===== config.mk =====
export PLATFORM = sky130hd
export DESIGN_NAME = irq_status_bank
export DESIGN_NICKNAME = d
export VERILOG_FILES = /design/src/rtl/irq_bank_pkg.sv /design/src/rtl/irq_rst_sync.sv /design/src/rtl/irq_addr_decode.sv /design/src/rtl/irq_wclr_field.sv /design/src/rtl/irq_wset_field.sv /design/src/rtl/irq_rw_field.sv /design/src/rtl/irq_combine.sv /design/src/rtl/irq_status_bank.sv
export SDC_FILE = /design/constraint.sdc
export NUM_CORES = 1
export LEC_CHECK = 0
export BUFFER_PORTS_ARGS = -buffer_cell sky130_fd_sc_hd__buf_2
export CORE_AREA = 4 4 52 72
export CTS_CLUSTER_SIZE = 25
export DETAILED_ROUTE_END_ITERATION = 6
export DIE_AREA = 0 0 56 76
export PLACE_DENSITY = 0.78
export SYNTH_ARGS = -nofsm -noshare
export SYNTH_HDL_FRONTEND = slang
export SYNTH_HIERARCHICAL = 1
export SYNTH_SLANG_ARGS = --single-unit

===== constraint.sdc =====
create_clock -name clk -period 1.6 [get_ports clk]
set_input_delay 0.32 -clock clk [delete_from_list [all_inputs] [get_ports clk]]
set_output_delay 0.32 -clock clk [all_outputs]
set_load 0.1 [all_outputs]

===== src/rtl/irq_bank_pkg.sv =====
package irq_bank_pkg;
  localparam int unsigned WORD_LSB = 2;

  typedef enum logic [1:0] {
    SEL_EN   = 2'd0,
    SEL_CTRL = 2'd1,
    SEL_STAT = 2'd2,
    SEL_NONE = 2'd3
  } bank_sel_e;
endpackage


===== src/rtl/irq_rst_sync.sv =====
module irq_rst_sync (
  input  logic clk,
  input  logic rst_n,
  output logic rst_n_sync
);
  logic [1:0] stage_q;

  always_ff @(posedge clk or negedge rst_n) begin
    if (!rst_n) stage_q <= 2'b00;
    else        stage_q <= {stage_q[0], 1'b1};
  end

  assign rst_n_sync = stage_q[1];
endmodule


===== src/rtl/irq_addr_decode.sv =====
module irq_addr_decode
  import irq_bank_pkg::*;
#(
  parameter int unsigned ADDR_W = 8
) (
  input  logic [ADDR_W-1:0] addr,
  output bank_sel_e         sel
);
  logic [ADDR_W-1:0] word_idx;

  always_comb begin
    word_idx = addr >> WORD_LSB;
    sel      = SEL_NONE;
    if (addr[WORD_LSB-1:0] == '0) begin
      if (word_idx == ADDR_W'(0)) sel = SEL_EN;
      else if (word_idx == ADDR_W'(1)) sel = SEL_CTRL;
      else if (word_idx == ADDR_W'(2)) sel = SEL_STAT;
    end
  end
endmodule


===== src/rtl/irq_wclr_field.sv =====
module irq_wclr_field #(
  parameter int unsigned W       = 1,
  parameter logic [W-1:0] INIT   = '0,
  parameter logic        CLR_POL = 1'b1
) (
  input  logic         clk,
  input  logic         rst_n,
  input  logic         wr_en,
  input  logic [W-1:0] wdata,
  input  logic [W-1:0] wmask,
  input  logic [W-1:0] hw_set,
  output logic [W-1:0] q
);
  logic [W-1:0] clr_hit;
  logic [W-1:0] q_d;
  logic         q_en;

  always_comb begin
    clr_hit = {W{wr_en}} & wmask & ~(wdata ^ {W{CLR_POL}});
    q_d     = (q & ~clr_hit) | hw_set;
    q_en    = |(clr_hit | hw_set);
  end

  always_ff @(posedge clk or negedge rst_n) begin
    if (!rst_n)    q <= INIT;
    else if (q_en) q <= q_d;
  end
endmodule


===== src/rtl/irq_wset_field.sv =====
module irq_wset_field #(
  parameter int unsigned W       = 1,
  parameter logic [W-1:0] INIT   = '0,
  parameter logic        SET_POL = 1'b1
) (
  input  logic         clk,
  input  logic         rst_n,
  input  logic         wr_en,
  input  logic [W-1:0] wdata,
  input  logic [W-1:0] wmask,
  input  logic [W-1:0] hw_clr,
  output logic [W-1:0] q
);
  logic [W-1:0] set_hit;
  logic [W-1:0] q_d;
  logic         q_en;

  always_comb begin
    set_hit = {W{wr_en}} & wmask & ~(wdata ^ {W{SET_POL}});
    q_d     = (q & ~hw_clr) | set_hit;
    q_en    = |(set_hit | hw_clr);
  end

  always_ff @(posedge clk or negedge rst_n) begin
    if (!rst_n)    q <= INIT;
    else if (q_en) q <= q_d;
  end
endmodule


===== src/rtl/irq_rw_field.sv =====
module irq_rw_field #(
  parameter int unsigned W     = 1,
  parameter logic [W-1:0] INIT = '0
) (
  input  logic         clk,
  input  logic         rst_n,
  input  logic         wr_en,
  input  logic [W-1:0] wdata,
  input  logic [W-1:0] wmask,
  output logic [W-1:0] q
);
  logic [W-1:0] hit;
  logic [W-1:0] q_d;
  logic         q_en;

  always_comb begin
    hit  = {W{wr_en}} & wmask;
    q_d  = (q & ~hit) | (wdata & hit);
    q_en = |hit;
  end

  always_ff @(posedge clk or negedge rst_n) begin
    if (!rst_n)    q <= INIT;
    else if (q_en) q <= q_d;
  end
endmodule


===== src/rtl/irq_combine.sv =====
module irq_combine #(
  parameter int unsigned N = 1
) (
  input  logic         clk,
  input  logic         rst_n,
  input  logic [N-1:0] enable,
  input  logic [N-1:0] status,
  output logic         irq
);
  logic irq_d;

  always_comb irq_d = |(enable & status);

  always_ff @(posedge clk or negedge rst_n) begin
    if (!rst_n) irq <= 1'b0;
    else        irq <= irq_d;
  end
endmodule


===== src/rtl/irq_status_bank.sv =====
module irq_status_bank
  import irq_bank_pkg::*;
#(
  parameter int unsigned ADDR_W    = 8,
  parameter int unsigned DATA_W    = 32,
  parameter int unsigned NUM_SRC   = 2,
  parameter int unsigned HI_LSB    = 16,
  parameter logic [2*NUM_SRC-1:0] EN_INIT   = '0,
  parameter logic [2*NUM_SRC-1:0] CTRL_INIT = '0,
  parameter logic [2*NUM_SRC-1:0] STAT_INIT = '0
) (
  input  logic                 clk,
  input  logic                 rst_n,
  input  logic                 cmd_valid,
  input  logic                 cmd_write,
  input  logic [ADDR_W-1:0]    cmd_addr,
  input  logic [DATA_W-1:0]    cmd_wdata,
  input  logic [DATA_W-1:0]    cmd_wmask,
  output logic [DATA_W-1:0]    rd_data,
  input  logic [2*NUM_SRC-1:0] stat_set_hw,
  input  logic [2*NUM_SRC-1:0] ctrl_clr_hw,
  output logic [2*NUM_SRC-1:0] ctrl_value,
  output logic                 irq
);
  localparam int unsigned NV     = 2 * NUM_SRC;
  localparam int unsigned GROUPS = 2;

  logic          rst_n_sync;
  bank_sel_e     sel;
  logic          wr_cmd;
  logic [NV-1:0] en_q;
  logic [NV-1:0] ctrl_q;
  logic [NV-1:0] stat_q;

  irq_rst_sync u_rst_sync (
    .clk        (clk),
    .rst_n      (rst_n),
    .rst_n_sync (rst_n_sync)
  );

  irq_addr_decode #(.ADDR_W(ADDR_W)) u_decode (
    .addr (cmd_addr),
    .sel  (sel)
  );

  assign wr_cmd = cmd_valid & cmd_write;

  for (genvar g = 0; g < GROUPS; g++) begin : g_grp
    localparam int unsigned LANE = (g == 0) ? 0 : HI_LSB;
    localparam logic        POL  = (g == 0) ? 1'b1 : 1'b0;

    irq_rw_field #(
      .W    (NUM_SRC),
      .INIT (EN_INIT[g*NUM_SRC +: NUM_SRC])
    ) u_en (
      .clk   (clk),
      .rst_n (rst_n_sync),
      .wr_en (wr_cmd && sel == SEL_EN),
      .wdata (cmd_wdata[LANE +: NUM_SRC]),
      .wmask (cmd_wmask[LANE +: NUM_SRC]),
      .q     (en_q[g*NUM_SRC +: NUM_SRC])
    );

    irq_wset_field #(
      .W       (NUM_SRC),
      .INIT    (CTRL_INIT[g*NUM_SRC +: NUM_SRC]),
      .SET_POL (POL)
    ) u_ctrl (
      .clk    (clk),
      .rst_n  (rst_n_sync),
      .wr_en  (wr_cmd && sel == SEL_CTRL),
      .wdata  (cmd_wdata[LANE +: NUM_SRC]),
      .wmask  (cmd_wmask[LANE +: NUM_SRC]),
      .hw_clr (ctrl_clr_hw[g*NUM_SRC +: NUM_SRC]),
      .q      (ctrl_q[g*NUM_SRC +: NUM_SRC])
    );

    irq_wclr_field #(
      .W       (NUM_SRC),
      .INIT    (STAT_INIT[g*NUM_SRC +: NUM_SRC]),
      .CLR_POL (POL)
    ) u_stat (
      .clk    (clk),
      .rst_n  (rst_n_sync),
      .wr_en  (wr_cmd && sel == SEL_STAT),
      .wdata  (cmd_wdata[LANE +: NUM_SRC]),
      .wmask  (cmd_wmask[LANE +: NUM_SRC]),
      .hw_set (stat_set_hw[g*NUM_SRC +: NUM_SRC]),
      .q      (stat_q[g*NUM_SRC +: NUM_SRC])
    );
  end

  if (NV > 0) begin : g_irq
    irq_combine #(.N(NV)) u_combine (
      .clk    (clk),
      .rst_n  (rst_n_sync),
      .enable (en_q),
      .status (stat_q),
      .irq    (irq)
    );
  end else begin : g_no_irq
    assign irq = 1'b0;
  end

  always_comb begin
    logic [NV-1:0] pick;
    case (sel)
      SEL_EN:   pick = en_q;
      SEL_CTRL: pick = ctrl_q;
      SEL_STAT: pick = stat_q;
      default:  pick = '0;
    endcase
    rd_data                   = '0;
    rd_data[0 +: NUM_SRC]      = pick[0 +: NUM_SRC];
    rd_data[HI_LSB +: NUM_SRC] = pick[NUM_SRC +: NUM_SRC];
  end

  assign ctrl_value = ctrl_q;
endmodule


Yosys cells after proc, flatten, opt, wreduce, memory -nomap -nowiden
Cells that the tools add are included.
Operators by class
  reductions and logical operators: 13
  multiplexer cells: 5
  bitwise gates (word level): 39
  equal/unequal tests: 4
Operators with widths (count)
  $and A2 B2 Y2: 18
  $or A2 B2 Y2: 10
  $not A2 Y2: 9
  $pmux W4 S3: 1
  $reduce_or A2 Y1: 6
  $logic_not A8 Y1: 1
  $eq A6 B1 Y1 const B: 1
  $eq A6 B2 Y1 const B: 1
  $mux W2: 3
  $and A4 B4 Y4: 1
  $logic_not A2 Y1: 2
  $reduce_or A4 Y1: 1
  $logic_and A1 B1 Y1: 3
  $eq A2 B1 Y1 const B: 1
  $eq A2 B2 Y1 const B: 1
  $and A1 B1 Y1: 1
  $mux W1: 1
Storage, ports and cells
  flip-flop bits (word level): 15
  input bits: 84
  output and inout bits: 37
  logic and storage cells: 69

Longest topological paths before layout
  depth after elaboration: 12
  mapped depth: 7
  mapped depth without buffers: 6

Hierarchy
Netlist, hierarchy kept.
By module, submodules not included
  irq_status_bank: cells each 43, area each 332.8 µm², instances 1, seq. area each 0.0 µm²
  irq_rw_field: cells each 6, area each 87.6 µm², instances 2, seq. area each 50.0 µm²
  irq_wset_field at g_grp[1].u_ctrl: cells each 8, area each 90.1 µm², instances 1, seq. area each 50.0 µm²
  irq_wset_field at g_grp[0].u_ctrl: cells each 8, area each 85.1 µm², instances 1, seq. area each 50.0 µm²
  irq_wclr_field at g_grp[1].u_stat: cells each 8, area each 77.6 µm², instances 1, seq. area each 50.0 µm²
  irq_wclr_field at g_grp[0].u_stat: cells each 6, area each 75.1 µm², instances 1, seq. area each 50.0 µm²
  irq_rst_sync: cells each 3, area each 53.8 µm², instances 1, seq. area each 50.0 µm²
  irq_combine: cells each 4, area each 43.8 µm², instances 1, seq. area each 25.0 µm²
  irq_addr_decode: cells each 5, area each 30.0 µm², instances 1, seq. area each 0.0 µm²

Worst setup path before layout
Ideal clock, no wire load.
  path type: reg2out
  start: reg g_grp[0].u_ctrl.q[0]
  end: out rd_data[0]
  stages on the path, launching flop included: 3
  setup slack: -1.299 ns
  required time: 1.280 ns
  data arrival time: 2.579 ns
  buffers on the path: 0
  cell sequence: dfrtp_1 mux2i_1 o2bb2ai_1
Between the ends
  cells in the longest elaborated chain, start to end: 1
Ends and longest elaborated chain
  start: declaration: RTL line irq_wset_field.sv:12  | output logic [W-1:0] q
  start signal: assignment: RTL line irq_wset_field.sv:26  | else if (q_en) q <= q_d;
  $pmux W4 S3: RTL line irq_status_bank.sv:107  | case (sel)
  end: declaration: RTL line irq_status_bank.sv:19  | output logic [DATA_W-1:0] rd_data,
Every way passes these cells.

Worst setup path in the final report
  start: in cmd_addr[1]
  end: out rd_data[1]
Between the ends
  cells in the longest elaborated chain, start to end: 4
  elaborated cells on any way between the ends: 6
  classes of those cells: eq/ne (2); mux (2); reduce/logical (2)
Ends and longest elaborated chain
  start: declaration: RTL line irq_status_bank.sv:16  | input logic [ADDR_W-1:0] cmd_addr,
  $logic_not A2 Y1 (*): RTL line irq_addr_decode.sv:14  | if (addr[WORD_LSB-1:0] == '0) begin
  $mux W2 (*): RTL line irq_addr_decode.sv:14
  net sel[0]: RTL line irq_status_bank.sv:29  | bank_sel_e sel;
  $eq A2 B2 Y1 (tied with other cells): RTL line irq_status_bank.sv:107
  $pmux W4 S3 (*): RTL line irq_status_bank.sv:107
Mark *: on every way through the listed nets, which the timed path passes. The rest lies on a longest branch.

==> flow_summary_export.csv <==
group,metric,value,unit
route,vias,773,
timing,finalCriticalPeriod,1880,ps
floorplan,core,3123,um^2
status,violations,"setup timing",
setup_path,r2r_slack,790,ps
logic_synthesis,postSynthCellCount,97,
power_and_ir_drop,pwr-share-clk,28.5,%
timing,fin_crit_sh,117.5,%
logic_synthesis,yosysTopAreaCell,"dfrtp_1",
floorplan,die_w,56,um
clock_tree,cts_inserted_buffers,3,
layout,multiInputGateArea,571.8,um^2
setup_path,crit_fanout,5,
setup_path,crit_required,1280,ps
power_and_ir_drop,switching_power,0.0004474,W
logic_synthesis,netlist_area,963.4,um^2
worst_hold_path,min_path_type,"flip-flop to async pin",
placement,dpl.hpwl,1849,um
setup_path,cp-start-kind,"primary input",
timing,finalHoldWorstSlack,213.5,ps
layout,num_antenna_cells,0,
floorplan,io_pins,121,
logic_synthesis,yosys_register_bits,15,
layout,final_nets,233,
layout,register_area,380.4,um^2
setup_path,crit_type,"primary input to primary output",
logic_synthesis,synth-xor-area-share,0,%
logic_synthesis,synth_seq_area_share,38.96,%
clock_tree,cts.sink_count,15,
logic_synthesis,synth_area_per_cell,9.932,um^2
power_and_ir_drop,p_int,0.0005969,W
layout,drive_gt1_share,50.68,%
timing,tightest_slew,527.6,ps
global_route,grt_pass1_vias,873,
layout,nFillCells,303,
logic_synthesis,ys.warnings.count,6,
layout,area_growth,48.83,%
setup_path,crit_arrival,1560,ps
logic_synthesis,synth_top_area_share,38.96,%
floorplan,floorplan.die_area,4256,um^2
route,drtPass1Iterations,4,
logic_synthesis,yosys.cell_count.top_type,"buf_4",
clock_tree,htree_levels,1,
route,wire_per_inst,11.86,um
placement,port_buffers,36,
floorplan,die_h,76,um
flow_run,max_cap_viol_count,0,
logic_synthesis,synth-simple-area-share,13.25,%
route,drc_errors,0,
timing,finalHoldViolCount,0,
logic_synthesis,synth_edf_count,0,
logic_synthesis,async_flop_share,100.0,%
route,totalWireLength,2217,um
setup_path,end_kind,"primary output",
route,antenna_left,0,
clock_tree,clkLatencyLatePin,240,ps
logic_synthesis,synth_cell_types,20,
logic_synthesis,yosys.area_share.adder,0,%
layout,final-instance-count-excl-fill,187,
power_and_ir_drop,ir_drop,0.5879,mV
status,status,"finished, violations left",
clock_tree,cts_tree,"yes",
logic_synthesis,synth_top_family_by_area,"buffers and inverters",
timing,rsz0062_at_grt,"true",
clock_tree,clk_pin_slew,60,ps
placement,gp_congestion,0.7511,
floorplan,start_util,30.85,%
global_route,grt_pass1_wl,3719,um
timing,clock_skew,2.177,ps
route,viasPerCell,4.134,
setup_path,r2r_cells,1,
route,drt_iter0_markers,7,
timing,slew_viol_final,0,
power_and_ir_drop,sequentialPowerShare,37.3,%
floorplan,num_rows,24,
timing,max_freq,532.0,MHz
timing,tns,-1056,ps
logic_synthesis,ys_top_cells_by_area,"dfrtp_1, buf_4, mux2_4",
global_route,grt-ovfl-total,0,
timing,setup_violations,4,
clock_tree,clock_path_buffers,2,
global_route,grt_max_degree,14,
power_and_ir_drop,combPwrFrac,34.2,%
timing,maxSlewHeadroom,64.83,%
logic_synthesis,muxShareOfSynthArea,10.39,%
power_and_ir_drop,p_sw_share,42.84,%
placement,dp.cells,180,
power_and_ir_drop,p_per_area,728.3,nW/um^2
layout,final_core_util,45.91,%
timing,fin_ws,-279.7,ps
logic_synthesis,synth_flop_cell,"dfrtp_1",
global_route,grt_usage,10.97,%
global_route,antenna_found_initial,0,
logic_synthesis,synth-compound-area-share,12.47,%
clock_tree,root_buffer,"clkbuf_8",
power_and_ir_drop,p_leak,0.6723,nW
logic_synthesis,ys_top_cells_by_count,"buf_4, dfrtp_1, nand2_1",
[metal layers]
layer	GRT usage (%)	vias to the layer above	share of wire (%)
li1	-	374	-
met1	11.51	341	35
met2	20.14	56	51
met3	2.542	2	13
met4	4.988	0	1.2
met5	0	-	0
[what timing repair did]
action                     CTS  global route
hold buffers                 1             0
resized for setup           10             1
hold endpoints to repair     2             0
buffers inserted             2             0
setup endpoints to repair   11            12
[cell families (layout without fill, tap and decap cells)]
family,after synthesis,after routing
AND/OR/NAND/NOR,25,25
AO/OA/AOI/OAI,14,14
multiplexers,8,8
buffers and inverters,33,57
other,2,29
flip-flops,15,15
[power by group through the flow]
stage	Sequential (W)	Combinational [W]	Clock, W
floorplan	0.000395	0.000352	0
detailed placement	0.000396	0.000349	0
finish	0.000389	0.000358	0.000298
global route	0.000390	0.000367	0.000328
global placement	0.000396	0.000347	0
CTS	0.000390	0.000356	0.000312
[area by class of cell]
type / instances / share of cell area [%]
timing repair buffer: 49 / 26.00
tap: 39 / 3.403
sequential: 15 / 26.53
multi-input combinational: 76 / 39.88
clock buffer: 4 / 3.141
inverter: 4 / 1.047
[metrics by stage]
step | setup slack (ps) | area, um^2 | total power (W)
2_1_floorplan | -218.2 | 1157 | 0.0007472
3_3_place_gp | -314.2 | 1300 | 0.0007432
3_5_place_dp | -378.0 | 1300 | 0.0007453
4_1_cts | -288.6 | 1429 | 0.001057
5_1_grt | -355.3 | 1434 | 0.001086
6_report | -279.7 | 1434 | 0.001044
[how the worst max path moves through the flow]
stage	end	start	slack (ps)	cells past startpoint
6_report	rd_data[1]	cmd_addr[1]	-280	7
5_1_grt	rd_data[0]	cmd_addr[1]	-360	7
4_1_cts	rd_data[1]	cmd_addr[1]	-290	7
3_5_place_dp	rd_data[16]	cmd_addr[1]	-380	7
3_3_place_gp	rd_data[0]	cmd_addr[1]	-310	7
2_1_floorplan	rd_data[0]	cmd_addr[1]	-220	5
[critical path, cell delays in order]
cell and delay, ps:
buf_6 100, nor4_4 300, nand2_2 170, buf_6 160
mux2i_4 180, o2bb2ai_4 150, buf_12 190
[cells in the final DEF, fill, tap and decap left out]
cell,synthesis,final
clkbuf_1,0,1
a22oi_1,2,2
a31oi_1,2,2
inv_1,4,4
nand2_2,0,1
buf_2,0,30
nand2_1,10,9
mux2_4,4,4
a21o_1,2,2
mux2i_2,0,3
o22ai_2,2,2
buf_6,0,4
nor4_4,0,1
nor3_1,3,3
clkbuf_8,0,3
nor2_1,4,4
o2bb2ai_4,0,4
o21ai_2,2,2
buf_12,0,5
dfrtp_2,0,4
nor3b_1,1,1
dlygate4sd3_1,0,1
mux2i_4,0,1
and3_4,0,1
nor2b_4,1,1
buf_4,29,9
conb_1,2,29
dfrtp_1,15,11
nand3_1,4,4
(Power assumes the default switching activity.)
